File: config.mk
export PLATFORM = sky130hd
export DESIGN_NAME = serial_adc_reader
export DESIGN_NICKNAME = d
export VERILOG_FILES = /design/src/rtl/adc_rd_pkg.sv /design/src/rtl/adc_rd_sync.sv /design/src/rtl/adc_rd_sclk_gen.sv /design/src/rtl/adc_rd_capture.sv /design/src/rtl/serial_adc_reader.sv
export SDC_FILE = /design/constraint.sdc
export NUM_CORES = 1
export LEC_CHECK = 0
export BUFFER_PORTS_ARGS = -buffer_cell sky130_fd_sc_hd__clkbuf_2
export CORE_MARGIN = 1.5
export CORE_UTILIZATION = 25
export CTS_CLUSTER_DIAMETER = 60
export CTS_CLUSTER_SIZE = 14
export DETAILED_ROUTE_END_ITERATION = 8
export PLACE_DENSITY_LB_ADDON = 0.25
export SLEW_MARGIN = 0
export SYNTH_ARGS = -nofsm -noshare
export SYNTH_HDL_FRONTEND = slang
export SYNTH_HIERARCHICAL = 1
export SYNTH_SLANG_ARGS = --single-unit
File: constraint.sdc
create_clock -name clk -period 6.73 [get_ports clk]
set_input_delay 0.3365 -clock clk [delete_from_list [all_inputs] [get_ports clk]]
set_output_delay 0.3365 -clock clk [all_outputs]
set_load 0.1 [all_outputs]
File: src/rtl/adc_rd_pkg.sv
package adc_rd_pkg;

  typedef enum logic [1:0] {
    RD_WAIT_HIGH = 2'd0,
    RD_WAIT_LOW  = 2'd1,
    RD_SHIFT     = 2'd2
  } rd_state_e;

  typedef enum logic [1:0] {
    CM_BASE  = 2'b00,
    CM_PARK  = 2'b01,
    CM_FULL  = 2'b10,
    CM_SPARE = 2'b11
  } clk_mode_e;

  // Pulses issued for one read: base data width plus any tail.
  function automatic int unsigned pulse_total(input logic [1:0] m,
                                              input int unsigned base,
                                              input int unsigned tail);
    case (clk_mode_e'(m))
      CM_PARK: return base + 1;
      CM_FULL: return base + tail;
      default: return base;
    endcase
  endfunction

  // A phase length of zero behaves as one system clock.
  function automatic int unsigned phase_len(input int unsigned hp);
    return (hp == 0) ? 1 : hp;
  endfunction

endpackage

File: src/rtl/adc_rd_sync.sv
module adc_rd_sync #(
  parameter int unsigned STAGES = 2
) (
  input  logic clk,
  input  logic rst_n,
  input  logic d,
  output logic q
);
  logic [STAGES-1:0] chain;

  generate
    for (genvar i = 0; i < STAGES; i++) begin : g_stage
      if (i == 0) begin : g_first
        always_ff @(posedge clk or negedge rst_n)
          if (!rst_n) chain[0] <= 1'b1;
          else        chain[0] <= d;
      end else begin : g_next
        always_ff @(posedge clk or negedge rst_n)
          if (!rst_n) chain[i] <= 1'b1;
          else        chain[i] <= chain[i-1];
      end
    end
  endgenerate

  assign q = chain[STAGES-1];
endmodule

File: src/rtl/adc_rd_sclk_gen.sv
module adc_rd_sclk_gen #(
  parameter int unsigned HP_W  = 8,
  parameter int unsigned CNT_W = 5
) (
  input  logic             clk,
  input  logic             rst_n,
  input  logic             start,
  input  logic [CNT_W-1:0] total,
  input  logic [HP_W-1:0]  half,
  output logic             sclk,
  output logic             fall_evt
);
  logic             busy;
  logic [HP_W-1:0]  ph_cnt;
  logic [HP_W-1:0]  half_q;
  logic [CNT_W-1:0] rises;
  logic [CNT_W-1:0] tot_q;
  logic             phase_end;
  logic             rise_evt;

  assign phase_end = (ph_cnt == half_q - HP_W'(1));
  assign fall_evt  = busy && sclk && phase_end;
  assign rise_evt  = busy && !sclk && phase_end;

  always_ff @(posedge clk or negedge rst_n) begin
    if (!rst_n) begin
      busy   <= 1'b0;
      sclk   <= 1'b0;
      ph_cnt <= '0;
      half_q <= HP_W'(1);
      rises  <= '0;
      tot_q  <= '0;
    end else if (start) begin
      busy   <= 1'b1;
      sclk   <= 1'b1;
      ph_cnt <= '0;
      half_q <= half;
      rises  <= CNT_W'(1);
      tot_q  <= total;
    end else if (fall_evt) begin
      sclk   <= 1'b0;
      ph_cnt <= '0;
      if (rises == tot_q) busy <= 1'b0;
    end else if (rise_evt) begin
      sclk   <= 1'b1;
      ph_cnt <= '0;
      rises  <= rises + CNT_W'(1);
    end else if (busy) begin
      ph_cnt <= ph_cnt + HP_W'(1);
    end
  end

  // a read is only launched while no pulse train is running
  p_start_idle_r1: assert property (@(posedge clk) disable iff (!rst_n)
    start |-> !busy);
  // the phase length handed in is never zero
  p_half_nonzero_r2: assert property (@(posedge clk) disable iff (!rst_n)
    start |-> (half != '0));
  // no rising edge beyond the pulse count of the read
  p_no_extra_pulse_r5: assert property (@(posedge clk) disable iff (!rst_n)
    rise_evt |-> (rises < tot_q));
  // the clock holds its level between phase boundaries
  p_phase_hold_r2: assert property (@(posedge clk) disable iff (!rst_n)
    (busy && !phase_end && !start) |=> $stable(sclk));
endmodule

File: src/rtl/adc_rd_capture.sv
module adc_rd_capture #(
  parameter int unsigned DATA_W = 20,
  parameter int unsigned CNT_W  = 5,
  parameter int unsigned DLY    = 2
) (
  input  logic              clk,
  input  logic              rst_n,
  input  logic              start,
  input  logic              fall_evt,
  input  logic              din,
  input  logic [CNT_W-1:0]  total,
  output logic [DATA_W-1:0] sample,
  output logic              sample_valid,
  output logic              overrun,
  output logic              last_cap
);
  localparam logic [CNT_W-1:0] DATA_CNT = CNT_W'(DATA_W);

  logic [DLY-1:0]    fall_dly;
  logic              cap_evt;
  logic [CNT_W-1:0]  cap_cnt;
  logic [CNT_W-1:0]  tot_q;
  logic [DATA_W-1:0] shreg;
  logic              in_data;
  logic              in_tail;

  // Delay the falling-edge strobe by the synchronizer depth, so the bit
  // taken is the line level at the moment the clock fell.
  always_ff @(posedge clk or negedge rst_n)
    if (!rst_n) fall_dly <= '0;
    else        fall_dly <= {fall_dly[DLY-2:0], fall_evt};

  assign cap_evt  = fall_dly[DLY-1];
  assign in_data  = (cap_cnt < DATA_CNT);
  assign in_tail  = !in_data;
  assign last_cap = cap_evt && (cap_cnt == tot_q - CNT_W'(1));

  always_ff @(posedge clk or negedge rst_n) begin
    if (!rst_n) begin
      cap_cnt      <= '0;
      tot_q        <= '0;
      shreg        <= '0;
      sample       <= '0;
      sample_valid <= 1'b0;
      overrun      <= 1'b0;
    end else begin
      sample_valid <= 1'b0;
      overrun      <= 1'b0;
      if (start) begin
        cap_cnt <= '0;
        tot_q   <= total;
        shreg   <= '0;
      end else if (cap_evt) begin
        cap_cnt <= cap_cnt + CNT_W'(1);
        if (in_data) shreg <= {shreg[DATA_W-2:0], din};
        if (cap_cnt == DATA_CNT - CNT_W'(1)) begin
          sample       <= {shreg[DATA_W-2:0], din};
          sample_valid <= 1'b1;
        end
        if (in_tail && !din) overrun <= 1'b1;
      end
    end
  end

  // the valid strobe never lasts longer than one clock
  p_valid_single_r6: assert property (@(posedge clk) disable iff (!rst_n)
    sample_valid |=> !sample_valid);
  // the output word only moves together with the strobe
  p_sample_hold_r6: assert property (@(posedge clk) disable iff (!rst_n)
    !sample_valid |-> $stable(sample));
  // the strobe only follows the capture of the last data bit
  p_valid_at_data_end_r7: assert property (@(posedge clk) disable iff (!rst_n)
    sample_valid |-> (cap_cnt == DATA_CNT));
endmodule

File: src/rtl/serial_adc_reader.sv
module serial_adc_reader #(
  parameter int unsigned DATA_W      = 20,
  parameter int unsigned HP_W        = 8,
  parameter int unsigned FULL_TAIL   = 4,
  parameter int unsigned SYNC_STAGES = 2
) (
  input  logic              clk,
  input  logic              rst_n,
  input  logic              enable,
  input  logic [1:0]        mode,
  input  logic [HP_W-1:0]   half_period,
  input  logic              sdata,
  output logic              sclk,
  output logic [DATA_W-1:0] sample,
  output logic              sample_valid,
  output logic              overrun
);
  import adc_rd_pkg::*;

  localparam int unsigned CNT_W = $clog2(DATA_W + FULL_TAIL + 1);

  rd_state_e        state;
  logic             line_s;
  logic             start;
  logic             fall_evt;
  logic             last_cap;
  logic [CNT_W-1:0] total_now;
  logic [HP_W-1:0]  half_eff;
  logic             long_q;

  assign total_now = CNT_W'(pulse_total(mode, DATA_W, FULL_TAIL));
  assign half_eff  = HP_W'(phase_len(int'(half_period)));
  assign start     = (state == RD_WAIT_LOW) && enable && !line_s;

  adc_rd_sync #(.STAGES(SYNC_STAGES)) u_sync (
    .clk  (clk),
    .rst_n(rst_n),
    .d    (sdata),
    .q    (line_s)
  );

  adc_rd_sclk_gen #(.HP_W(HP_W), .CNT_W(CNT_W)) u_gen (
    .clk     (clk),
    .rst_n   (rst_n),
    .start   (start),
    .total   (total_now),
    .half    (half_eff),
    .sclk    (sclk),
    .fall_evt(fall_evt)
  );

  adc_rd_capture #(.DATA_W(DATA_W), .CNT_W(CNT_W), .DLY(SYNC_STAGES)) u_cap (
    .clk         (clk),
    .rst_n       (rst_n),
    .start       (start),
    .fall_evt    (fall_evt),
    .din         (line_s),
    .total       (total_now),
    .sample      (sample),
    .sample_valid(sample_valid),
    .overrun     (overrun),
    .last_cap    (last_cap)
  );

  always_ff @(posedge clk or negedge rst_n) begin
    if (!rst_n) begin
      state  <= RD_WAIT_HIGH;
      long_q <= 1'b0;
    end else begin
      case (state)
        RD_WAIT_HIGH: if (enable && line_s) state <= RD_WAIT_LOW;
        RD_WAIT_LOW: begin
          if (!enable) state <= RD_WAIT_HIGH;
          else if (start) begin
            state  <= RD_SHIFT;
            long_q <= (total_now > CNT_W'(DATA_W));
          end
        end
        RD_SHIFT: if (last_cap) state <= RD_WAIT_HIGH;
        default: state <= RD_WAIT_HIGH;
      endcase
    end
  end

  // the generated clock is only ever high inside a read
  p_sclk_in_read_r1: assert property (@(posedge clk) disable iff (!rst_n)
    sclk |-> (state == RD_SHIFT));
  // entering a read always follows a low level seen on the line
  p_read_after_low_r9: assert property (@(posedge clk) disable iff (!rst_n)
    $rose(state == RD_SHIFT) |-> !$past(line_s));
  // overrun only reported in modes that read trailing bits
  p_overrun_mode_r8: assert property (@(posedge clk) disable iff (!rst_n)
    overrun |-> long_q);
  // the clock rests low whenever no read is running
  p_idle_low_r2: assert property (@(posedge clk) disable iff (!rst_n)
    (state != RD_SHIFT) |-> !sclk);
endmodule

## Word level (Yosys, flattened, before mapping)

Cells that the tools add are included.

| cells by class | value |
|---|---|
| bitwise gates (word level) | 1 |
| reduce and logical (&&, ||, !) cells | 26 |
| shift-type cells | 0 |
| eq/ne operators | 12 |
| div/mod/pow operators | 0 |
| $lt $le $gt $ge | 1 |
| multipliers | 0 |
| mux-type cells | 31 |
| add/subtract/negate cells | 5 |

Operators by type and width:

| operator | number |
|---|---|
| two-way mux 19 bit | 3 |
| two-way mux 8 bit | 5 |
| two-way mux 5 bit | 5 |
| two-way mux 1 bit | 12 |
| adder 5 x 1 -> 5 bit, second input constant | 2 |
| == test 5 bit | 2 |
| nonzero test 2 bit | 5 |
| logical AND 1 bit | 9 |
| adder 8 x 1 -> 8 bit, second input constant | 1 |
| == test 8 bit | 1 |
| logical NOT 8 bit | 1 |
| two-way mux 2 bit | 4 |
| one-hot mux 4 bit (2 select lines) | 1 |
| subtractor 8 x 1 -> 8 bit, second input constant | 1 |
| != test 2 bit, second input constant | 3 |
| one-hot mux 2 bit (3 select lines) | 1 |
| AND reduction 2 bit | 3 |
| AND reduction 3 bit | 2 |
| == test 5 bit, second input constant | 1 |
| < comparator 5 bit, second input constant | 1 |
| subtractor 5 x 1 -> 5 bit, second input constant | 1 |
| == test 2 x 1 -> 1 bit, second input constant | 2 |
| == test 2 bit, second input constant | 2 |
| nonzero test 4 bit | 1 |
| other kinds (5) | 7 |

| word-level totals | value |
|---|---|
| latch bits | 0 |
| output and inout bits | 23 |
| flip-flop bits (word level) | 80 |
| memories kept | 0 |
| RAM bits | 0 |
| input port bits | 14 |
| memory bits (read-only) | 0 |

## Logic depth before layout (Yosys ltp)

Gate-level depths: netlist of the first run.

| logic depth | value |
|---|---|
| word-level depth | 6 |
| mapped depth | 8 |
| gate-level depth less buffers | 8 |

## Cells and area by module

Netlist of the first run, hierarchy kept.

By module, submodules not included:

| module | cells each | seq. area each (um2) | area an instance (um2) | times used |
|---|---|---|---|---|
| adc_rd_capture | 185 | 1326.3 | 2217.1 | 1 |
| adc_rd_sclk_gen | 150 | 701.9 | 1571.5 | 1 |
| serial_adc_reader | 21 | 50.0 | 157.7 | 1 |
| adc_rd_sync | 2 | 52.6 | 52.6 | 1 |

## Worst setup path before layout of the first run

OpenSTA, ideal clock, no wires.

| timing path | value |
|---|---|
| kind | reg2reg |
| from | register u_gen.half_q[1] |
| to | register u_gen.rises[3] |
| setup slack | 4056 ps |
| data arrival time | 2596 ps |
| cell stages (with the launch flop) | 9 |
| cell sequence | dfrtp_1 > inv_1 > ha_1 > or3b_4 > or4_4 > a211oi_4 > o2111ai_4 > or4_1 > a21oi_1 |

| on the way | value |
|---|---|
| longest elaborated chain between the ends | 5 |

RTL lines:

| item | line | source |
|---|---|---|
| start, declared | adc_rd_sclk_gen.sv:15 | `logic [HP_W-1:0] half_q;` |
| start signal, assigned | adc_rd_sclk_gen.sv:37 | `half_q <= half;` |
| subtractor 8 x 1 -> 8 bit * | adc_rd_sclk_gen.sv:21 | `assign phase_end = (ph_cnt == half_q - HP_W'(1));` |
| == test 8 bit * | adc_rd_sclk_gen.sv:21 |  |
| logical AND 1 bit (on tied branches) | adc_rd_sclk_gen.sv:22, adc_rd_sclk_gen.sv:23 |  |
| != test 2 bit (no line) / nonzero test 2 bit (equally long branches) | -- |  |
| AND reduction 2 bit (no line) * | -- |  |
| end signal, assigned | adc_rd_sclk_gen.sv:47 | `rises <= rises + CNT_W'(1);` |
| end, declared | adc_rd_sclk_gen.sv:16 | `logic [CNT_W-1:0] rises;` |

Mark *: on every way between the ends. The rest lies on a longest branch, timed or not.
A chain may end at the register's enable or synchronous reset.

## Final worst setup path of the first run

| timing path | value |
|---|---|
| from | register u_gen.half_q[0] |
| to | register u_gen.rises[4] |

The elaborated chain is that of the path after synthesis.

==> reports/metrics.yaml, run 1 <==
dr.pass1.iters: 4
overflow: 0
crit_type: "reg2reg"
port_buffers: 36
finalNetCount: 407
vias: 2667
outcome: "finished, final reports clean"
rsz0062_at_grt: "no"
cts-buffers-inserted: 9
drc: 0
wl_um: 7670
period_share_pct: 41.9
post_cts_buffers: 0
wire_per_inst_um: 12.6
layout-drive-gt1-share_pct: 20.9
ys_ff_latch: 85
antenna_found_initial: 0
fill_cells: 1659
rows: 46
power.leakage_nw: 2.04
grt_pass1_wl_um: 13000
hold_class: "in2reg"
ant_nets: 0
yosysWarnings: 6
final_area_um2: 4660
power.density_nw_per_um2: 343
cts_hold_repair.buffers: 0
crit_path_end_kind: "flip-flop"
yosysTopAreaCell: "dfrtp_1"
syn2layout_area_growth_pct: 16.6
avgSynthCellArea_um2: 11.2
dpl.hpwl_um: 4980
synth_common_cells: "82 x dfrtp_1, 29 x nand2_1, 27 x o21ai_0, 24 x nand2b_1, 19 x mux2_1"
ys_top_cells_by_area: "dfrtp_1 51%, mux2_1 5.4%, mux2_2 4.2%"
final_core_util_pct: 29.6
clkLatencyLatePin_ps: 340
worst_slew_pin_slew_ps: 1090
layout_min_cycle_time_ps: 2820
setup_violations: 0
fp.dieH_um: 129
start_util_pct: 25.4
antenna_cells: 0
postSynthCellCount: 358
cp_max_fo: 8
cts.sinks: 85
whs_ps: 83.4
drtIter0Drc: 100
yosysMostFrequentCell: "dfrtp_1"
async_flop_share_pct: 100
place.gp.congestion: 0.736
synth_top_area_share_pct: 51.3
core_area_um2: 15800
peakVddDrop_uv: 140
dieArea_um2: 16800
synth-main-ff-cell: "dfrtp_1"
htreeDepth: 3
grt_max_degree: 86
grt_pass1_vias: 2632
maxSlewViolCount: 0
cts_tree: "built"
path_clk_slew_ps: 60
arrival_ps: 3080
die_w_um: 129
track_usage_pct: 10.0
fin_ws_ps: 3910
critPathRequiredTime_ps: 6990
post_dp_cell_area_um2: 4390
post_cts_resized: 0
synth_edf_count: 0
place_ws_ps: 3920
fmax_mhz: 355
syn_area_um2: 4000
viasPerCell: 4.38
synthDistinctLibCells: 50
yosysSeqAreaShare_pct: 53.3
relSlewSlack_pct: 27.1
fin_worst_skew_ps: 6.56
cts_buffer_depth: 2
cts-root-buf: "clkbuf_16"
max-cap-violations: 0
io_pins: 37
hold_viol_final: 0
critPathLaunchType: "flip-flop"
finalSetupTns_ps: 0
==> worst max-delay path, cell delays in order (launching register included) <==
cell and delay (ps):
dfstp_2 390, inv_1 80, ha_1 190, or3b_4 400, or4_4 500, a211oi_4 330
o2111ai_4 210, or4_1 510, a21oi_1 140
==> per-layer routing <==
layer / track usage (%) / share of wire, %
met1: 12.6 / 48
met2: 15.9 / 46
met3: 3.51 / 4.3
met4: 3.92 / 1.6
met5: 0 / 0
==> final cells by class <==
class,instances,area (µm²),share of cell area (%)
clock buffers,10,229,4.91
clock inverters,6,46.3,0.993
inverters,10,37.5,0.805
multi-input cells,243,1740,37.4
flip-flops and latches,85,2130,45.7
well taps,216,270,5.80
repair buffers,39,205,4.40
==> final timing paths <==
check	endpoint	cells past startpoint	slack, ps	startpoint
max	u_gen/rises[4]	8	3910	u_gen/half_q[0]
min	u_sync/chain[0]	1	80	sdata
max reg2reg	u_gen/rises[4]	8	3910	u_gen/half_q[0]
min reg2reg	u_cap/fall_dly[1]	0	360	u_cap/fall_dly[0]
max in group asynchronous	u_cap/sample[18]	1	5840	rst_n
min in group asynchronous	state[1]	1	200	rst_n
==> cell usage in the layout, fill, tap and decap left out, types with 11 or more instances in the layout <==
master,n
xor2_1,16
xnor2_1,11
dfrtp_1,82
nor2_1,11
mux2_1,19
o21ai_0,27
clkbuf_2,35
nand2_1,29
mux2_2,15
nand2b_1,24
==> metrics by stage <==
step / power (mW) / cells
6_report: 1.60 / 609
2_1_floorplan: 1.05 / 360
3_5_place_dp: 1.15 / 593
3_3_place_gp: 1.14 / 593
5_1_grt: 1.71 / 609
4_1_cts: 1.62 / 609
==> state kept, by name, summed over array words and instances, names as in the netlist <==
name / cells
state: 2
u_cap/cap_cnt: 5
u_cap/fall_dly: 2
u_cap/overrun: 1
u_cap/sample: 20
u_cap/sample_valid: 1
u_cap/shreg: 19
u_cap/tot_q: 5
u_gen/busy: 1
u_gen/half_q: 8
u_gen/ph_cnt: 8
u_gen/rises: 5
u_gen/sclk: 1
u_gen/tot_q: 5
u_sync/chain: 1
u_sync/q: 1
==> cells by family (layout without fill, tap and decap cells) <==
kind of cell	after synthesis	after routing	share of synthesized area [%]
other cells	2	4	0.188
compound gates	58	58	9.70
fa+ha+maj	5	5	1.56
mux	36	36	10.1
buf+inv	32	65	3.35
xor+xnor	27	27	5.91
flops	85	85	53.3
simple gates	113	113	15.9
==> power breakdown <==
part	leakage, nW	internal, mW	total, mW	switching [mW]
clock	0.130	0.253	0.462	0.209
sequential	1.11	0.611	0.732	0.121
combinational	0.796	0.177	0.403	0.226
(Power assumes the default switching activity.)
==> inputs of run 2 (changes only) <==
- ABC_AREA: not set -> 1
- clock period: 6.73 -> 2.8 ns (I/O delays scaled with it)
==> run 2 against run 1 <==
  * The flow now finishes with violations (negative hold slack)
  * Total power increased by 55%
  * Count of clock-buffer cells in the layout fell by 1
  * Design area up 3.4%
  * Cell count rose by 26%
  * Clock skew rose by 2.5 ps
  * Die area rose by 3.7%
==> reports/metrics.yaml, run 2 <==
async_flop_share_pct: 100  # unchanged
hold_viol_final: 13  # +13
yosysMostFrequentCell: "nand2_1"
post_cts_buffers: 0  # unchanged
regArea_um2: 2130  # unchanged
core_area_um2: 16100  # +1.8%
ys_ff_latch: 85  # unchanged
track_usage_pct: 10.3  # +0.23 points
dpl.hpwl_um: 5720  # +15%
synthDistinctLibCells: 35  # -30%
synth_compound_gate_area_share_pct: 6.69  # -3.0 points
syn2layout_area_growth_pct: 16.1
path_clk_slew_ps: 70  # about the same
fp.dieH_um: 132  # +1.8%
yosysWarnings: 6  # unchanged
syn_area_um2: 4150  # +3.8%
maxSlewViolCount: 0  # unchanged
synth.area.mux_share_pct: 0  # -10 points
viasPerCell: 4.10  # -6.5%
wire_per_inst_um: 10.7  # -15%
whs_ps: -13.9  # -97.3 ps
fin_ws_ps: 817  # -3090 ps
finalSetupTns_ps: 0  # unchanged
reg2reg_slack_ps: 820  # -3090 ps
grt_max_degree: 86  # unchanged
rows: 46  # unchanged
antenna_cells: 0  # unchanged
synth_common_cells: "206 x nand2_1, 82 x dfrtp_1, 39 x nor2_1, 37 x inv_1, 28 x o21ai_0"
peakVddDrop_uv: 285  # +100%
fill_cells: 1738  # +4.8%
rsz0062_at_grt: "no"
synth_top_area_share_pct: 49.4  # -1.9 points
crit_path_end_kind: "flip-flop"
drtIter0Drc: 102  # +2.0%
critPathRequiredTime_ps: 3030  # -3960 ps
worst_slew_pin_slew_ps: 1050  # -42.4 ps
dr.pass1.iters: 4  # unchanged
setup_violations: 0  # unchanged
finalNetCount: 565  # +39%
fin_worst_skew_ps: 9.11  # +2.55 ps
r2r-end: "u_gen/busy"
dieArea_um2: 17400  # +3.7%
ant_nets: 0  # unchanged
yosys.area_share.simple_pct: 30.3  # +14 points
cts_tree: "built"
grt_pass1_wl_um: 14600  # +13%
io_pins: 37  # unchanged
layout-drive-gt1-share_pct: 16.7  # -4.1 points
power.leakage_nw: 2.41  # +18%
yosysSeqAreaShare_pct: 51.3  # -1.9 points
port_buffers: 36  # unchanged
cp_max_fo: 14  # +6
relSlewSlack_pct: 29.9  # +2.8 points
arrival_ps: 2220  # -860 ps
synth_top_family_by_area: "simple AND/OR/NAND/NOR gates"
outcome: "finished with violations"
overflow: 0  # unchanged
reg_top3: "u_cap/sample: 20 flops, u_cap/shreg: 19 flops"
synth-main-ff-cell: "dfrtp_1"
cts-root-buf: "clkbuf_16"
largest_reg_flops: 20  # unchanged
cts.sinks: 85  # unchanged
grt_pass1_vias: 3173  # +21%
max-cap-violations: 0  # unchanged
fmax_mhz: 504  # +42%
yosysTopAreaCell: "dfrtp_1"
multi_input_comb_area_um2: 1740  # -0.29%
ys_top_cells_by_area: "dfrtp_1 49%, nand2_1 19%, nor2_1 3.5%"
layout_min_cycle_time_ps: 1980  # -837 ps
r2r_cells: 10  # +2
synth-adder-area-share_pct: 1.51  # -0.057 points
crit_type: "reg2reg"
place.gp.congestion: 0.788  # +7.1%
vias: 3137  # +18%
htreeDepth: 3  # unchanged
wl_um: 8180  # +6.7%
synth-xor-area-share_pct: 2.95  # -3.0 points
period_share_pct: 70.8  # +29 points
antenna_found_initial: 0  # unchanged
top_register: "u_cap/sample"
synth_edf_count: 0  # unchanged
final_cell_mix: "206 x nand2_1, 82 x dfrtp_1, 38 x nor2_1, 37 x inv_1, 35 x clkbuf_2"
critPathLaunchType: "flip-flop"
start_util_pct: 25.8  # +0.49 points
die_w_um: 132  # +1.8%
r2r-start: "u_sync/q"
cts-buffers-inserted: 9  # unchanged
postSynthCellCount: 516  # +44%
cts_buffer_depth: 2  # unchanged
avgSynthCellArea_um2: 8.04  # -28%
layout_commonest_cell: "nand2_1"
drc: 0  # unchanged
clkLatencyLatePin_ps: 340  # about the same
hold_class: "in2async"
place_ws_ps: 808  # -3110 ps
violations: "negative hold slack"
power.density_nw_per_um2: 513  # +50%
run 2: repair_timing:
action	CTS	global route
hold endpoints to repair	1	0
gates resized for setup	0	0
hold buffers	1	0
run 2: final cells by class:
cell class	count	share of cell area [%]
timing repair buffer	41	4.62
clock inverter	6	1.48
sequential	85	44.2
clock buffer	9	4.67
multi-input combinational	366	36.0
tap	216	5.61
inverter	43	3.35
run 2: worst max-delay path by stage:
stage | startpoint | end | slack [ps] | cells after the start
floorplan | u_gen/half_q[0] | u_gen/rises[0] | 1060 | 9
global placement | u_sync/q | u_gen/busy | 840 | 10
detailed placement | u_sync/q | u_gen/busy | 810 | 10
CTS | u_sync/q | u_gen/busy | 790 | 10
global route | u_sync/q | u_gen/busy | 610 | 10
finish | u_sync/q | u_gen/busy | 820 | 10
run 2: through the flow:
stage,hold WS (ps),cell area [µm²],utilization (%),power (mW),instances
floorplan,-156,4160,-,1.26,518
global placement,257,4510,28.1,1.30,750
detailed placement,256,4510,28.1,1.30,750
CTS,4.78,4820,30.0,2.53,766
global route,33.1,4820,30.0,2.57,766
finish,-13.9,4820,30.0,2.47,766
run 2: power by group:
part	internal [mW]	switching (mW)
Clock	0.694	0.507
Combinational	0.00941	0.0314
Sequential	1.23	0.00144
run 2: kinds of logic after synthesis:
logic type,count (synthesis)
other,2
buffers and inverters,67
AO/OA/AOI/OAI,46
flip-flops,85
XOR/XNOR,14
AND/OR/NAND/NOR,297
adder cells (fa/ha/maj),5
run 2: critical path: stages (launching register included):
cell	delay, ps
dfstp_2	580
nor2_2	70
buf_4	170
inv_1	390
o21ai_0	160
a21oi_1	150
nand3b_1	80
nor2_1	90
nand4_1	90
nand2_1	60
inv_1	40
run 2: metal layers:
metal,global-route usage [%],routed length (µm),part of all wire [%],vias up
li1,-,-,-,1641
met1,13.1,4180,51,1440
met2,16.5,3640,45,48
met3,2.61,275,3.4,8
met4,4.20,87,1.1,0
met5,0,0,0,-
